--- src/rtl/chrbus_pkg.sv ---
package chrbus_pkg;
  localparam int unsigned BYTE_W = 8;
  localparam int unsigned NIB_W  = 4;

  function automatic int unsigned cdiv(input int unsigned num, input int unsigned den);
    return (num + den - 1) / den;
  endfunction

  function automatic int unsigned umax(input int unsigned a, input int unsigned b);
    return (a > b) ? a : b;
  endfunction
endpackage

--- src/rtl/chrbus_seq.sv ---
module chrbus_seq #(
  parameter int unsigned AS_C   = 2,
  parameter int unsigned PW_C   = 11,
  parameter int unsigned SLOT_C = 25,
  localparam int unsigned TW    = $clog2(SLOT_C + 1)
) (
  input  logic clk_i,
  input  logic rst_ni,
  input  logic start_i,
  input  logic two_i,
  output logic active_o,
  output logic en_o,
  output logic nib_o,
  output logic cap_o,
  output logic done_o
);
  logic [TW-1:0] t_q, t_d;
  logic act_q, act_d, nib_q, nib_d, en_q, en_d, done_q, done_d;
  logic last_slot, more;

  assign last_slot = act_q && (t_q == TW'(SLOT_C - 1));
  assign more      = two_i && !nib_q;

  always_comb begin
    t_d   = t_q;
    act_d = act_q;
    nib_d = nib_q;
    if (start_i) begin
      act_d = 1'b1;
      t_d   = '0;
      nib_d = 1'b0;
    end else if (last_slot) begin
      t_d = '0;
      if (more) nib_d = 1'b1;
      else      act_d = 1'b0;
    end else if (act_q) begin
      t_d = t_q + TW'(1);
    end
    en_d   = act_d && (t_d >= TW'(AS_C)) && (t_d < TW'(AS_C + PW_C));
    done_d = last_slot && !more;
  end

  always_ff @(posedge clk_i or negedge rst_ni) begin
    if (!rst_ni) begin
      t_q    <= '0;
      act_q  <= 1'b0;
      nib_q  <= 1'b0;
      en_q   <= 1'b0;
      done_q <= 1'b0;
    end else begin
      t_q    <= t_d;
      act_q  <= act_d;
      nib_q  <= nib_d;
      en_q   <= en_d;
      done_q <= done_d;
    end
  end

  // last high cycle of the strobe: read sample point
  assign cap_o    = act_q && (t_q == TW'(AS_C + PW_C - 1));
  assign active_o = act_q;
  assign en_o     = en_q;
  assign nib_o    = nib_q;
  assign done_o   = done_q;
endmodule

--- src/rtl/chrbus_dpath.sv ---
module chrbus_dpath
  import chrbus_pkg::*;
(
  input  logic              clk_i,
  input  logic              rst_ni,
  input  logic [BYTE_W-1:0] wdata_i,
  input  logic              four_i,
  input  logic              nib_i,
  input  logic              cap_i,
  input  logic [BYTE_W-1:0] bus_d_i,
  output logic [BYTE_W-1:0] bus_d_o,
  output logic [BYTE_W-1:0] rd_data_o
);
  logic [NIB_W-1:0] hi_w, lo_w, bus_hi;
  logic [BYTE_W-1:0] rd_q;

  assign hi_w   = wdata_i[BYTE_W-1:NIB_W];
  assign lo_w   = wdata_i[NIB_W-1:0];
  assign bus_hi = bus_d_i[BYTE_W-1:NIB_W];

  always_comb begin
    if (!four_i)    bus_d_o = wdata_i;
    else if (nib_i) bus_d_o = {lo_w, {NIB_W{1'b0}}};
    else            bus_d_o = {hi_w, {NIB_W{1'b0}}};
  end

  always_ff @(posedge clk_i or negedge rst_ni) begin
    if (!rst_ni) begin
      rd_q <= '0;
    end else if (cap_i) begin
      if (!four_i)    rd_q <= bus_d_i;
      else if (nib_i) rd_q[NIB_W-1:0] <= bus_hi;
      else            rd_q[BYTE_W-1:NIB_W] <= bus_hi;
    end
  end

  assign rd_data_o = rd_q;
endmodule

--- src/rtl/chrbus_engine.sv ---
module chrbus_engine
  import chrbus_pkg::*;
#(
  parameter int unsigned CLK_NS         = 20,
  parameter int unsigned CYCLE_NS       = 500,
  parameter int unsigned PULSE_NS       = 220,
  parameter int unsigned ADDR_SETUP_NS  = 40,
  parameter int unsigned ADDR_HOLD_NS   = 10,
  parameter int unsigned WDATA_SETUP_NS = 60,
  parameter int unsigned WDATA_HOLD_NS  = 10,
  parameter int unsigned RDATA_DLY_NS   = 120
) (
  input  logic              clk_i,
  input  logic              rst_ni,
  input  logic              mode4_i,
  input  logic              req_i,
  input  logic              req_rs_i,
  input  logic              req_rd_i,
  input  logic [BYTE_W-1:0] req_data_i,
  output logic              busy_o,
  output logic              done_o,
  output logic [BYTE_W-1:0] rd_data_o,
  output logic              bus_rs_o,
  output logic              bus_rw_o,
  output logic              bus_en_o,
  output logic [BYTE_W-1:0] bus_d_o,
  output logic              bus_d_oe_o,
  input  logic [BYTE_W-1:0] bus_d_i
);
  localparam int unsigned AS_C   = umax(cdiv(ADDR_SETUP_NS, CLK_NS), 1);
  localparam int unsigned PW_C   = umax(umax(cdiv(PULSE_NS, CLK_NS), cdiv(RDATA_DLY_NS, CLK_NS)),
                                        umax(cdiv(WDATA_SETUP_NS, CLK_NS), 1));
  localparam int unsigned HD_C   = umax(umax(cdiv(ADDR_HOLD_NS, CLK_NS), cdiv(WDATA_HOLD_NS, CLK_NS)), 1);
  localparam int unsigned SLOT_C = umax(cdiv(CYCLE_NS, CLK_NS), AS_C + PW_C + HD_C);

  logic              active, nib, cap, accept;
  logic              rs_q, rw_q, four_q;
  logic [BYTE_W-1:0] wdata_q;

  assign accept = req_i && !active;

  always_ff @(posedge clk_i or negedge rst_ni) begin
    if (!rst_ni) begin
      rs_q    <= 1'b0;
      rw_q    <= 1'b0;
      four_q  <= 1'b0;
      wdata_q <= '0;
    end else if (accept) begin
      rs_q    <= req_rs_i;
      rw_q    <= req_rd_i;
      four_q  <= mode4_i;
      wdata_q <= req_data_i;
    end
  end

  chrbus_seq #(
    .AS_C  (AS_C),
    .PW_C  (PW_C),
    .SLOT_C(SLOT_C)
  ) u_seq (
    .clk_i   (clk_i),
    .rst_ni  (rst_ni),
    .start_i (accept),
    .two_i   (four_q),
    .active_o(active),
    .en_o    (bus_en_o),
    .nib_o   (nib),
    .cap_o   (cap),
    .done_o  (done_o)
  );

  chrbus_dpath u_dp (
    .clk_i    (clk_i),
    .rst_ni   (rst_ni),
    .wdata_i  (wdata_q),
    .four_i   (four_q),
    .nib_i    (nib),
    .cap_i    (cap && rw_q),
    .bus_d_i  (bus_d_i),
    .bus_d_o  (bus_d_o),
    .rd_data_o(rd_data_o)
  );

  assign busy_o     = active;
  assign bus_rs_o   = rs_q;
  assign bus_rw_o   = rw_q;
  assign bus_d_oe_o = active && !rw_q;
endmodule

--- config.mk ---
export PLATFORM = sky130hd
export DESIGN_NAME = chrbus_engine
export DESIGN_NICKNAME = d
export VERILOG_FILES = /design/src/rtl/chrbus_pkg.sv /design/src/rtl/chrbus_seq.sv /design/src/rtl/chrbus_dpath.sv /design/src/rtl/chrbus_engine.sv
export SDC_FILE = /design/constraint.sdc
export NUM_CORES = 1
export LEC_CHECK = 0
export BUFFER_PORTS_ARGS = -buffer_cell sky130_fd_sc_hd__buf_2
export CAP_MARGIN = 10
export CORE_MARGIN = 2
export CORE_UTILIZATION = 53
export DETAILED_ROUTE_END_ITERATION = 16
export GPL_TIMING_DRIVEN = 0
export PLACE_DENSITY = 0.79
export SLEW_MARGIN = 30
export SYNTH_ARGS = -nofsm -noshare
export SYNTH_HDL_FRONTEND = slang
export SYNTH_SLANG_ARGS = --single-unit
--- constraint.sdc ---
create_clock -name clk_i -period 2.75 [get_ports clk_i]
set_input_delay 0.275 -clock clk_i [delete_from_list [all_inputs] [get_ports clk_i]]
set_output_delay 0.275 -clock clk_i [all_outputs]
set_load 0.03 [all_outputs]
* After elaboration in Yosys (flattened, before gate mapping)
Index checks and enable logic that the tools add are counted.
Word-level totals: register bits after elaboration 28, output and inout bits 22, word-level logic and storage cells 50
Operators by class: add/subtract/negate cells 1, magnitude comparators 2, equality and inequality tests 4, muxes and demuxes 14, reductions and logical operators 18
Operators with widths (count):
- two-way mux 8 bit | 3
- two-way mux 5 bit | 3
- logical AND 1 bit | 9
- two-way mux 4 bit | 2
- two-way mux 1 bit | 6
- AND reduction 2 bit | 3
- adder 5 x 1 -> 5 bit, second input constant | 1
- equality test 5 x 4 -> 1 bit, second input constant | 1
- equality test 5 bit, second input constant | 1
- >= comparator 5 x 2 -> 1 bit, second input constant | 1
- < comparator 5 x 4 -> 1 bit, second input constant | 1
- logical NOT 1 bit | 4
- nonzero test 2 bit | 2
- inequality test 2 x 1 -> 1 bit, second input constant | 1
- inequality test 2 bit, second input constant | 1

* Longest topological paths before layout
Gate-level depths: netlist (run 1).
depth in word-level cells 7, gate-level depth with buffers 6, depth with buffers taken out 6

* Cells and area by module
From an unflattened synthesis (run 1), not the netlist that was laid out.
Unflattened totals: cells, all modules 118, area, all modules 1440.1 µm²
By module, submodules not included:
- chrbus_seq | times used 1, cells an instance 50, area each 491.7 µm²
- chrbus_engine | times used 1, cells an instance 26, area each 479.2 µm²
- chrbus_dpath | times used 1, cells an instance 42, area each 469.2 µm²

* Least setup slack after synthesis (run 1)
OpenSTA, ideal clock, no wires.
path kind reg-to-reg, start point register u_seq.act_q, in the netlist u_seq.active_o, end point register u_dp.rd_q[4], in the netlist u_dp.rd_data_o[4], library setup time 125 ps, arrival 1464 ps, data required time 2625 ps, path slack 1161 ps, stages on the path, launching flop included 6, path buffers 1, period minus slack after synthesis 1589 ps, path through dfrtp_1 > buf_4 > and3_4 > nand2_4 > a21oi_4 > mux2_2
Between the ends: longest elaborated chain between the ends 3
Ends and longest elaborated chain:
- start, declared | line chrbus_seq.sv:18 | logic act_q, act_d, nib_q, nib_d, en_q, en_d, done_q, done_d;
- start signal, assigned | line chrbus_seq.sv:52 | act_q <= act_d;
- logical AND 1 bit | line chrbus_seq.sv:60 | assign cap_o = act_q && (t_q == TW'(AS_C + PW_C - 1));
- logical AND 1 bit | line chrbus_engine.sv:78 | .cap_i (cap && rw_q),
- AND reduction 2 bit (no line)
- end signal, assigned | line chrbus_dpath.sv:31 | if (!four_i) rd_q <= bus_d_i;
- end signal, assigned by index | line chrbus_dpath.sv:32 | else if (nib_i) rd_q[NIB_W-1:0] <= bus_hi;
- end signal, assigned by index | line chrbus_dpath.sv:33 | else rd_q[BYTE_W-1:NIB_W] <= bus_hi;
- end, declared | line chrbus_dpath.sv:15 | logic [BYTE_W-1:0] rd_q;
Every way passes these cells. A chain may end at the register's enable or synchronous reset.

* Final worst setup path (run 1)
start point register u_seq.nib_q, in the netlist u_seq.nib_o, end point output port bus_d_o[6]
Between the ends: longest elaborated chain between the ends 2
Ends and longest elaborated chain:
- start, declared | line chrbus_seq.sv:18
- start signal, assigned | line chrbus_seq.sv:53 | nib_q <= nib_d;
- two-way mux 8 bit | line chrbus_dpath.sv:23 | else if (nib_i) bus_d_o = {lo_w, {NIB_W{1'b0}}};
- two-way mux 8 bit | line chrbus_dpath.sv:22 | if (!four_i) bus_d_o = wdata_i;
- end, declared | line chrbus_engine.sv:26 | output logic [BYTE_W-1:0] bus_d_o,
Every way passes these cells.

==> qor.csv, run 1 <==
metric,value,unit
syn_to_final_growth,22.6,%
crit_type,register to output pin,
finalSetupTns,0,ns
die_area,0.00291,mm²
htreeDepth,1,
final_cell_mix,"buf_2, dfrtp_1, mux2_2",
numCtsBuffers,3,
worstMarginPinSlew,0.594,ns
crit_path_frequent_cell,buf_2,
max_cap_viol_count,0,
vdd_drop_max,1.06,mV
min_period,1.93,ns
end_kind,output pin,
wirelength,2560,µm
ioPinCount,44,
start_util,54.9,%
drc_errors,0,
netlist.top_cell.by_area,dfrtp_1,
grt_pass1_vias,923,
core.rowCount,18,
slew_viol_final,0,
synth_nets,136,
fin_skew,0.00155,ns
synthTopCellsByArea,"dfrtp_1, mux2_2, o22ai_1",
hold_viol,0,
die_h,54.0,µm
setup_viol,0,
hp-class,primary input to register,
vias_per_cell,5.25,
syn_area,0.00132,mm²
seq_area,701,µm²
dr.first_iter.drc_count,15,
yosysWarnings,0,
dp_hpwl,1970,µm
ys_seq_elements,28,
insertion_delay,0.32,ns
cts_buffer_depth,2,
routedWlPerCell,13.5,µm
clk_pin_slew_worst_paths,0.13,ns
max_freq,0.519,GHz
crit_chain,buf_2 > nand2_1 > mux2_2 > buf_2,
placed_cells,185,
grt_pass1_wl,3940,µm
fill_cells,193,
grt_max_degree,29,
multi_input_area,579,µm²
crit_slowest_cell,dfrtp_1,
cp.required,2.48,ns
die_w,54.0,µm
clockRootBuffer,clkbuf_4,
avgSynthCellArea,11.8,µm²
via_count,998,
clock_sinks,28,
cts_tree,built,
yosysTopAreaCellShare,52.9,%
syn_inst,112,
synth.distinct_cells,28,
status,finished clean,
grt-ovfl-total,0,
core,0.00241,mm²
post_cts_resized,0,
fin_cells,190,
final_layout_size_suffix_gt1_share,46.3,%
cp-start-kind,register,
antenna_found_initial,0,
cp_max_fo,10,
seq_area_frac_synth,52.9,%
grt_use_total,19.2,%
period_share,70.0,%
final_nets,185,
final_common_cell,buf_2,
powerDensity,1170,mW/mm²
dr.pass1.iters,4,
ant_nets,0,
slew_headroom,60.4,%
arrival,1.65,ns
rsz0062_at_grt,false,
antenna_cells,0,
p_leak,0.827,nW
place_congestion,0.729,
portBuffers,43,
slowest_delay,0.38,ns
## Yosys cell counts, drive strengths merged
cell type and n:
dfrtp 28, mux2 18, nor2 8, o22ai 8
a21oi 6, nor2b 6, inv 5, nand2 5
buf 4, xor2 4, nand2b 3, nand3 3
ha 2, nand4 2, a211oi 1, a311oi 1
and2 1, and3 1, and3b 1, mux2i 1
nand3b 1, o21a 1, o21ai 1, xnor2 1
## registers in the layout, indices dropped and copies added, names as in the netlist
register / count
u_seq.en_o: 1
u_dp.rd_data_o: 8
u_seq.nib_o: 1
u_seq.done_o: 1
u_seq.active_o: 1
wdata_q: 8
u_seq.t_q: 5
four_q: 1
bus_rs_o: 1
bus_rw_o: 1
## area by class of cell
class / instances / area share (%)
sequential: 28 / 43.2
multi-input combinational: 75 / 35.7
timing repair buffer: 44 / 13.9
tap: 30 / 2.31
clock buffer: 4 / 2.24
buffer: 4 / 1.54
inverter: 5 / 1.16
## cells by family (layout without fill, tap and decap cells)
kind of cell | count (synthesis) | count (layout) | share of synthesized area (%)
simple gates | 31 | 31 | 13.4
flops | 28 | 28 | 52.9
buf+inv | 9 | 57 | 3.31
xor+xnor | 5 | 5 | 3.31
compound gates | 18 | 18 | 9.07
fa+ha+maj | 2 | 2 | 1.89
mux | 19 | 19 | 16.1
## worst paths after layout
kind	cells after the start	endpoint	slack, ns	startpoint
max	4	bus_d_o[6]	0.82	u_seq.nib_o
min	3	four_q	0.16	mode4_i
max reg2reg	6	u_dp.rd_data_o[4]	1.13	u_seq.t_q[0]
min reg2reg	1	u_dp.rd_data_o[5]	0.52	u_dp.rd_data_o[5]
max in group asynchronous	2	wdata_q[2]	1.89	rst_ni
min in group asynchronous	2	u_dp.rd_data_o[7]	0.47	rst_ni
## where the power goes
group / leakage [nW] / total, mW / internal, mW / switching, mW
sequential: 0.349 / 0.710 / 0.583 / 0.127
clock: 0.0210 / 0.194 / 0.0811 / 0.113
combinational: 0.457 / 0.997 / 0.391 / 0.606
total: 0.827 / 1.90 / 1.05 / 0.845
## worst max-delay path, delay by kind of cell, from the launching register on
family / cells / cell delay, ns
DFF: 1 / 0.38
buffers and inverters: 2 / 0.37
muxes: 1 / 0.37
and+or+nand+nor: 1 / 0.21
## repair_timing
item	4_1_cts	5_1_grt
hold buffers	1	0
endpoints found under the hold margin	28	0
setup buffers	0	0
endpoints found under the setup margin	0	0
## per-layer routing
metal  part of all wire (%)  up-vias  global-route usage, %  routed length [µm]
met5                      0        -                      0                   0
met4                    1.1        0                   8.75                  29
met3                    5.9        4                   2.78                 150
met2                     49       32                   32.3                1240
met1                     44      476                   24.5                1130
li1                       -      486                      -                   -
## per-stage QoR
step           worst slack [ns]  util (%)  hold slack (ns)  area [µm²]  total power, mW
2_1_floorplan              1.16         -          -0.0206        1320             1.46
3_3_place_gp               1.20      65.4            0.322        1580             1.68
4_1_cts                   0.811      67.3            0.147        1620             1.92
6_report                  0.825      67.3            0.157        1620             1.90
3_5_place_dp               1.15      65.4            0.317        1580             1.73
5_1_grt                   0.741      67.3            0.141        1620             2.03
Note: power is estimated with default switching activity, not from simulation.
==> run 2: changes to the inputs <==
CORE_UTILIZATION = 49   (was 53)
PLACE_DENSITY = 0.74   (was 0.79)
clock period = 1.9 ns   (was 2.75 ns; I/O delays follow)
==> qor.csv, run 2 (same netlist as run 1, synthesis figures left out) <==
metric,value,unit
hold_viol,0,
powerDensity,1710,mW/mm²
slew_viol_final,0,
antenna_cells,0,
final_area,0.00163,mm²
final_cell_mix,"buf_2, dfrtp_1, mux2_2",
dp_hpwl,2030,µm
numCtsBuffers,3,
end_kind,output pin,
htreeDepth,1,
routedWlPerCell,13.9,µm
fin_skew,0.00659,ns
ant_nets,0,
rsz0062_at_grt,false,
grt_use_total,18.0,%
portBuffers,43,
dr.first_iter.drc_count,17,
critPathBufInv,2,
grt-ovfl-total,0,
cp-start-kind,register,
critical-path-top-delay-family,flip-flops,
die_area,0.00313,mm²
insertion_delay,0.32,ns
worstMarginPinSlew,0.613,ns
clockRootBuffer,clkbuf_4,
die_h,56.0,µm
crit_type,register to output pin,
slowest_delay,0.38,ns
period_share,92.4,%
cp_max_fo,10,
crit_chain,buf_2 > nand2_2 > mux2_2 > buf_2,
ioPinCount,44,
via_count,1010,
final_layout_size_suffix_gt1_share,46.9,%
vdd_drop_max,1.23,mV
slew_headroom,59.1,%
start_util,52.5,%
finalSetupTns,0,ns
vias_per_cell,5.32,
placed_cell_area,0.00158,mm²
whs,0.0778,ns
status,finished clean,
grt_pass1_vias,1025,
core,0.00252,mm²
max_freq,0.570,GHz
antenna_found_initial,0,
hp-class,primary input to register,
crit_slowest_cell,dfrtp_1,
wirelength,2640,µm
max_cap_viol_count,0,
grt_pass1_wl,4550,µm
min_period,1.75,ns
drc_errors,0,
final_nets,185,
cp.required,1.71,ns
arrival,1.56,ns
crit_path_frequent_cell,buf_2,
post_cts_buffers,0,
dr.pass1.iters,4,
final_common_cell,buf_2,
syn_to_final_growth,22.8,%
grt_max_degree,29,
cts_buffer_depth,2,
clk_pin_slew_worst_paths,0.14,ns
place_congestion,0.763,
setup_viol,0,
clock_sinks,28,
cts_tree,built,
die_w,56.0,µm
p_leak,0.828,nW
core.rowCount,18,
run 2: cell types whose count changed in the layout (fill, tap and decap cells not counted):
cell,before,now
nand2_2,0,1
nand2_1,4,3
run 2: per-stage QoR:
step,util (%),setup slack [ns],power [mW],instances
2_1_floorplan,-,0.311,2.11,112
5_1_grt,64.4,0.0638,2.96,190
3_3_place_gp,62.5,0.343,2.44,185
3_5_place_dp,62.5,0.314,2.51,185
4_1_cts,64.3,0.0691,2.79,190
6_report,64.4,0.145,2.78,190
run 2: cell type report:
type | instances | area (µm²)
fill | 207 | 897
timing repair buffer | 44 | 225
multi-input combinational | 75 | 582
clock buffer | 4 | 36.3
inverter | 5 | 18.8
sequential | 28 | 701
tap | 30 | 37.5
buffer | 4 | 25.0
run 2: power breakdown:
group          switching, mW  internal [mW]
sequential             0.184          0.843
clock                  0.164          0.117
combinational          0.900          0.567
total                   1.25           1.53
run 2: worst paths after layout:
path / from / end / slack [ns] / cells past startpoint
max in group asynchronous: rst_ni / u_seq.nib_o / 1.11 / 2
setup / recovery: u_seq.nib_o / bus_d_o[4] / 0.15 / 4
setup reg to reg: u_seq.t_q[0] / u_dp.rd_data_o[7] / 0.29 / 6
min in group asynchronous: rst_ni / u_dp.rd_data_o[7] / 0.39 / 2
hold / removal: mode4_i / four_q / 0.08 / 3
hold reg to reg: wdata_q[7] / wdata_q[7] / 0.52 / 1
run 2: worst min-delay path, stage by stage:
cell	delay (ns)
buf_2	0.07
nand2_1	0.04
o21ai_0	0.07
run 2: routing by layer:
metal / GRT usage (%) / part of all wire, % / vias up
met4: 5.10 / 1.2 / 0
met2: 31.8 / 51 / 31
met1: 22.9 / 42 / 487
li1: - / - / 488
met3: 2.79 / 5.9 / 4
met5: 0 / 0 / -
run 2: timing repair:
| action | in CTS | in global routing |
|---|---|---|
| endpoints found under the hold margin | 28 | 0 |
| hold buffers | 1 | 0 |
| endpoints found under the setup margin | 0 | 3 |
| gates resized for setup | 0 | 1 |
==> run 3: changes to the inputs <==
BUFFER_PORTS_ARGS = default   (was -buffer_cell sky130_fd_sc_hd__buf_2)
CORE_UTILIZATION = 50   (was 49)
DONT_BUFFER_PORTS = 1   (was default)
PLACE_DENSITY = 0.61   (was 0.74)
==> qor.csv, run 3 (same netlist as run 1, synthesis figures left out) <==
metric,value,unit
clock_sinks,28,
p_sw_share,45.4,%
rr_endpoint,u_dp.rd_data_o[4],
hp-class,primary input to register,
syn_to_final_growth,19.2,%
portBuffers,0,
final_layout_size_suffix_gt1_share,24.1,%
insertion_delay,0.32,ns
rsz0062_at_grt,false,
max_cap_viol_count,0,
vdd_drop_max,1.14,mV
core.rowCount,18,
reg2regPathDepth,5,
power,2.58,mW
vias_per_cell,5.50,
grt-ovfl-total,0,
dr.pass1.iters,4,
cp_max_fo,10,
powerDensity,1630,mW/mm²
antenna_found_initial,0,
fin_skew,0.00528,ns
crit_type,register to output pin,
power.internal,1.41,mW
cp-start-kind,register,
cp.required,1.71,ns
htreeDepth,1,
die_area,0.00308,mm²
die_h,55.5,µm
ant_nets,0,
place_congestion,0.707,
period_share,94.3,%
post_cts_buffers,0,
grt_max_degree,29,
wirelength,2400,µm
clk_pin_slew_worst_paths,0.15,ns
worstHoldStart,req_rd_i,
via_count,896,
numCtsBuffers,3,
p_leak,0.713,nW
clockRootBuffer,clkbuf_4,
cts_tree,built,
min_to,bus_rw_o,
grt_pass1_wl,4040,µm
min_period,1.79,ns
dp_hpwl,1770,µm
drc_errors,0,
core,0.00250,mm²
whs,0.00949,ns
p_switching,1.17,mW
routedWlPerCell,14.7,µm
reg2reg_from,u_seq.active_o,
fin_ws,0.109,ns
post-place-ws,0.203,ns
grt_use_total,16.5,%
p_clk_share,11.0,%
slew_viol_final,0,
final_cell_mix,"dfrtp_1, mux2_2, dlygate4sd3_1",
antenna_cells,0,
start_util,53.0,%
cts_buffer_depth,2,
ioPinCount,44,
slew_headroom,60.8,%
comb_power_share,41.9,%
final_common_cell,dfrtp_1,
hold_viol,0,
end_kind,output pin,
grt_pass1_vias,901,
max_freq,0.558,GHz
seqPwrFrac,47.1,%
whs_path_depth,1,
setup_viol,0,
status,finished clean,
finalSetupTns,0,ns
worstMarginPinSlew,0.587,ns
dr.first_iter.drc_count,24,
r2r_setup_slack,0.18,ns
final_nets,158,
die_w,55.5,µm
arrival,1.60,ns
==> run 3: cell types whose count changed in the layout (fill, tap and decap cells not counted) <==
| cell | previous run | this run |
|---|---|---|
| buf_2 | 45 | 2 |
| dlygate4sd3_1 | 1 | 16 |
| nand2_1 | 3 | 4 |
| nand2_2 | 1 | 0 |
| buf_12 | 0 | 1 |
==> run 3: per-layer routing <==
metal | routed length (µm) | track usage [%] | vias up
met5 | 0 | 0 | -
met4 | 19 | 6.27 | 0
met3 | 107 | 3.04 | 2
met2 | 1210 | 28.2 | 26
met1 | 1060 | 20.6 | 431
li1 | - | - | 437
==> run 3: power groups by stage <==
stage / Combinational (mW) / Sequential (mW) / Clock, mW
after global routing: 1.20 / 1.25 / 0.312
after floorplan: 0.933 / 1.18 / 0
after global placement: 1.03 / 1.22 / 0
final: 1.08 / 1.21 / 0.285
after detailed placement: 1.05 / 1.23 / 0
after CTS: 1.07 / 1.22 / 0.291
==> run 3: cell type report <==
class	instances	area (µm²)
Inverter	5	18.8
Sequential cell	28	701
Buffer	4	25.0
Multi-Input combinational cell	75	579
Fill cell	195	922
Clock buffer	4	36.3
Timing Repair Buffer	17	180
Tap cell	30	37.5
==> run 3: repair_timing <==
item | CTS | global route
endpoints found under the hold margin | 30 | 13
hold buffers | 4 | 13
gates resized for setup | 0 | 0
==> run 3: stage by stage <==
step	std cells	utilization [%]	instance area (µm²)
after global placement	142	54.5	1360
after CTS	150	57.9	1450
after detailed placement	142	54.5	1360
final	163	63.1	1580
after global routing	163	63.1	1580
after floorplan	112	-	1320
==> run 3: worst max-delay path, stage by stage (launching register included) <==
cell	delay [ns]
dfrtp_1	0.55
buf_4	0.24
nor2b_1	0.50
==> run 3: worst max-delay path by stage <==
| stage | endpoint | depth (start not counted) | slack [ns] | startpoint |
|---|---|---|---|---|
| after global routing | bus_d_oe_o | 2 | 0.04 | u_seq.active_o |
| after CTS | bus_d_oe_o | 2 | 0.1 | u_seq.active_o |
| after detailed placement | u_dp.rd_data_o[4] | 5 | 0.20 | u_seq.active_o |
| final | bus_d_oe_o | 2 | 0.11 | u_seq.active_o |
| after global placement | u_dp.rd_data_o[5] | 5 | 0.22 | u_seq.active_o |
| after floorplan | u_dp.rd_data_o[4] | 5 | 0.31 | u_seq.active_o |
